===== src/rtl/bus_strobe_gen.sv =====
module bus_strobe_gen #(
  parameter int MC_CLKS  = 12,
  parameter int ALE_W    = 2,
  parameter int PSEN_GAP = 1,
  parameter int PSEN_W   = 3
) (
  input  logic clk,
  input  logic rst_n,
  input  logic movx_cyc,
  input  logic ext_fetch,
  input  logic ale_off,
  output logic ale,
  output logic psen_n,
  output logic mc_tick
);
  localparam int HALF  = MC_CLKS / 2;
  localparam int CW    = $clog2(MC_CLKS);
  localparam int PS_LO = ALE_W + PSEN_GAP;
  localparam int PS_HI = PS_LO + PSEN_W;

  logic [CW-1:0] ph;
  logic [CW-1:0] sub;
  logic          last, second, in_ale, in_ps;
  logic          movx_q, fetch_q, off_q;

  assign last   = (ph == CW'(MC_CLKS - 1));
  assign second = (ph >= CW'(HALF));
  assign sub    = second ? ph - CW'(HALF) : ph;
  assign in_ale = (sub < CW'(ALE_W));
  assign in_ps  = (sub >= CW'(PS_LO)) && (sub < CW'(PS_HI));

  always_ff @(posedge clk) begin
    if (!rst_n) begin
      ph      <= CW'(MC_CLKS - 1);
      movx_q  <= 1'b0;
      fetch_q <= 1'b0;
      off_q   <= 1'b0;
    end else if (last) begin
      ph      <= '0;
      movx_q  <= movx_cyc;
      fetch_q <= ext_fetch;
      off_q   <= ale_off;
    end else begin
      ph <= ph + 1'b1;
    end
  end

  assign mc_tick = (ph == '0);
  assign ale     = in_ale & (off_q ? (movx_q & ~second) : ~(movx_q & second));
  assign psen_n  = ~(in_ps & fetch_q & ~movx_q);

  assert_tick_after_last_R2: assert property (@(posedge clk) disable iff (!rst_n)
    mc_tick |-> $past(last));

  assert_ale_slot_start_R3: assert property (@(posedge clk) disable iff (!rst_n)
    $rose(ale) |-> (ph == '0 || ph == CW'(HALF)));

  assert_ale_two_clocks_R3: assert property (@(posedge clk) disable iff (!rst_n)
    $rose(ale) |=> ale ##1 !ale);

  assert_psen_width_R5: assert property (@(posedge clk) disable iff (!rst_n)
    $fell(psen_n) |=> !psen_n ##1 !psen_n ##1 psen_n);

  assert_no_overlap_R9: assert property (@(posedge clk) disable iff (!rst_n)
    !(ale && !psen_n));
endmodule


===== config.mk =====
export PLATFORM = sky130hd
export DESIGN_NAME = bus_strobe_gen
export DESIGN_NICKNAME = d
export VERILOG_FILES = /design/src/rtl/bus_strobe_gen.sv
export SDC_FILE = /design/constraint.sdc
export NUM_CORES = 1
export LEC_CHECK = 0
export ABC_AREA = 1
export BUFFER_PORTS_ARGS = -buffer_cell sky130_fd_sc_hd__buf_2
export CAP_MARGIN = 20
export CELL_PAD_IN_SITES_DETAIL_PLACEMENT = 0
export CELL_PAD_IN_SITES_GLOBAL_PLACEMENT = 1
export CORE_AREA = 4 4 48 50
export DETAILED_ROUTE_END_ITERATION = 10
export DIE_AREA = 0 0 52 54
export PLACE_DENSITY_LB_ADDON = 0.25
export RECOVER_POWER = 100
export SYNTH_ARGS = -nofsm -noshare
export SYNTH_HDL_FRONTEND = slang
export SYNTH_SLANG_ARGS = --single-unit

===== constraint.sdc =====
create_clock -name clk -period 1.4 [get_ports clk]
set_input_delay 0.28 -clock clk [delete_from_list [all_inputs] [get_ports clk]]
set_output_delay 0.28 -clock clk [all_outputs]
set_load 0.005 [all_outputs]

==> results by group <==
Timing
  – Hold Vio Cnt, Final: 0
  – Fmax: roughly 620 MHz
  – Post-route minimum period: about 1.6 ns
  – Slew headroom: 84.9%
  – RSZ-0062 raised after global routing: yes
  – Final period util: 115%
  – Fin Hold WS: 0.250 ns
  – Worst setup margin: -0.204 ns
  – Setup TNS: -0.399 ns
  – Skew final: between 0.002 and 0.0025 ns
  – Worst-Margin Slew: 0.226 ns
  – Setup violators final: 3
  – Final slew viol count: 0

Layout
  – Ant. Diodes: 0
  – Fin nets: 96
  – Area delta synth->final: 45.7%
  – Layout cell share with drive strength beyond 1: a little under half
  – Final non-filler cell area: approximately 650 um2

Worst setup path
  – Crit-path max cell delay: about 0.37 ns
  – R2r endpoint: movx_q
  – Worst path required time: 1.12 ns
  – Critical Path AT: 1.32 ns
  – Slowest CP cell: dfxtp_4
  – Setup CP Type: register to output port
  – Kind of end point of the critical path: output port
  – Reg2Reg Depth: 5
  – Critical R2R Launch: ph[1]
  – Setup crit start kind: register
  – Flop2flop setup slack: 0.16 ns
  – CP cell instances: ha_4 > nor2_4 > nor2_4 > nor2_1 > nor2_1 > nor2_1 > nand2_1 > buf_2
  – Most frequent CP cell: nor2_1
  – Critical path fanouts, max: 5

Synth
  – Syn_nets: 77
  – Main synth FF type: dfxtp_1
  – Netlist Area Pre-Place: 447 um2
  – Flop and latch count out of synthesis: 7
  – Synth Warn #: 0
  – Most numerous cell in the Yosys netlist: nand2_1
  – Seq/Total Area, Yosys: 31.4%
  – Cells after synthesis: 68
  – Post-synth top area share: 31.4%
  – Synth area leaders: dfxtp_1 (31%), nand2_1 (17%), ha_1 (11%), nor2_1 (7.6%), inv_1 (5.9%)
  – Post-synth EDFFs: 0
  – Netlist cell types: 15
  – Area leader, netlist: dfxtp_1
  – Asr flop ratio synth: 0%
  – Synthesized area per cell: 6.57 um2
  – Commonest cells in the netlist: nand2_1 (20), nor2_1 (9), dfxtp_1 (7), inv_1 (7), o21ai_0 (5)

Floorplanning
  – Core area: 1900 um2
  – # IOs: 8
  – Die Ht: around 54 um
  – Initial Utilization: 23.5%
  – Std-Cell Rows: 16
  – Die area: between 2000 and 3000 um2
  – Chip Width: approximately 52 um

Global route
  – Vias in the first global route: 425
  – Global-route wire length before repair: 1710 um
  – Largest net degree at the start of global routing: 7
  – Initial antenna violation count: 0
  – Gr usage total: 8.70%
  – Gr ovfl total: 0

Placement
  – Placement Cell Area: 557 um2
  – Dpl ws: -0.0319 ns
  – Post-DP HPWL: roughly 800 um
  – GPL Wtd Cong: 0.804
  – Port bufs: 7

Clock tree
  – Cts bufs inserted: 3
  – Clock H-tree levels: 1
  – Clock tree root driver cell: clkbuf_4
  – CTS tree: built
  – Hold Buf Count CTS: 0
  – Clock slew at reported path FFs: roughly 0.050 ns
  – # clock sinks: 7
  – Clock Latency Late Sink: 0.25 ns
  – CTS Buffer Depth: 2

Drt
  – Wire per inst: 9.10 um
  – Final WL: 1030 um
  – Remaining DRCs: 0
  – DRT Pass-1 Iters: 3
  – Via/cell ratio: 3.97
  – Final ANT Viol Nets: 0
  – Starting DRT DRC Count: 4
  – Via Count: 449

Power
  – VDD IR max: approximately 0.5 mV
  – Pwr Density: 1410 nW/um2
  – Total chip power: roughly 0.9 mW
  – Leakage: 0.308 nW

Hold path
  – Hold/Removal Path Class: primary input to register
  – Worst Hold Path EP: ph[3]
  – Worst hold start: rst_n
  – Hold path cells: 2

Status
  – Failing checks: setup timing
  – Outcome: finished, violations left

Job
  – Number of max-cap violations: 0
==> final cells by class <==
| type | count | area [um2] |
|---|---|---|
| tap | 27 | 33.8 |
| clock buffer | 4 | 26.3 |
| multi-input combinational | 50 | 307 |
| inverter | 10 | 42.5 |
| timing repair buffer | 15 | 95.1 |
| sequential | 7 | 146 |
| fill | 225 | 1250 |
==> power breakdown <==
part | leakage [nW] | internal, mW | switching [mW]
sequential | 0.0584 | 0.248 | 0.0492
clock | 0.0150 | 0.109 | 0.0730
combinational | 0.234 | 0.204 | 0.236
==> logic make-up after synthesis <==
family / after synthesis / share of synthesized area [%]
AND/OR/NAND/NOR: 36 / 33.9
adder cells (fa/ha/maj): 4 / 11.2
AO/OA/AOI/OAI: 9 / 10.1
buffers and inverters: 11 / 11.5
XOR/XNOR: 1 / 1.96
flip-flops: 7 / 31.4
==> cells in the final DEF (no fill, tap or decap) <==
master    count
a21oi_1       4
buf_2         7
buf_4         8
clkbuf_1      1
clkbuf_4      3
dfxtp_1       4
dfxtp_2       2
dfxtp_4       1
ha_1          1
ha_2          1
ha_4          2
inv_1         4
inv_2         4
inv_4         2
nand2_1      17
nand2_2       4
nand3_1       5
nor2_1        6
nor2_2        1
nor2_4        2
o21ai_0       4
o21ai_2       1
or2_2         1
xor2_1        1
==> worst max-delay path by stage <==
stage               startpoint  endpoint  slack, ns  depth (start not counted)
floorplan                ph[0]       ale       0.08                          7
global placement         ph[0]       ale      -0.03                          8
detailed placement       ph[0]       ale      -0.03                          8
CTS                      ph[0]    psen_n      -0.23                          9
global route             ph[0]       ale      -0.33                         10
finish                   ph[1]    psen_n      -0.20                          8
==> worst max-delay path: cells and delay by family (launching register included) <==
kind / cells / cell delay, ns
simple gates: 6 / 0.40
buf+inv: 1 / 0.12
fa+ha+maj: 1 / 0.18
flops: 1 / 0.37
==> metrics by stage <==
stage | instances | utilization (%)
floorplan | 68 | -
global placement | 108 | 29.3
detailed placement | 108 | 29.3
CTS | 112 | 32.2
global route | 113 | 34.2
finish | 113 | 34.2
==> state kept, by name, indices dropped and copies added, names as in the netlist <==
register,count
ph,4
fetch_q,1
movx_q,1
off_q,1
==> repair_timing <==
action / in CTS / in global routing
buffers inserted: 0 / 1
endpoints found under the setup margin: 3 / 3
pin swaps: 5 / 11
resized for setup: 11 / 13
cloned: 0 / 0
==> metal layers <==
| metal | track usage, % | vias to the layer above | routed length (um) |
|---|---|---|---|
| met5 | 0 | - | 0 |
| met4 | 7.86 | 0 | 8 |
| met3 | 1.94 | 2 | 39 |
| met2 | 12.8 | 7 | 459 |
| met1 | 10.5 | 192 | 521 |
| li1 | - | 248 | - |
(Power assumes the default switching activity.)
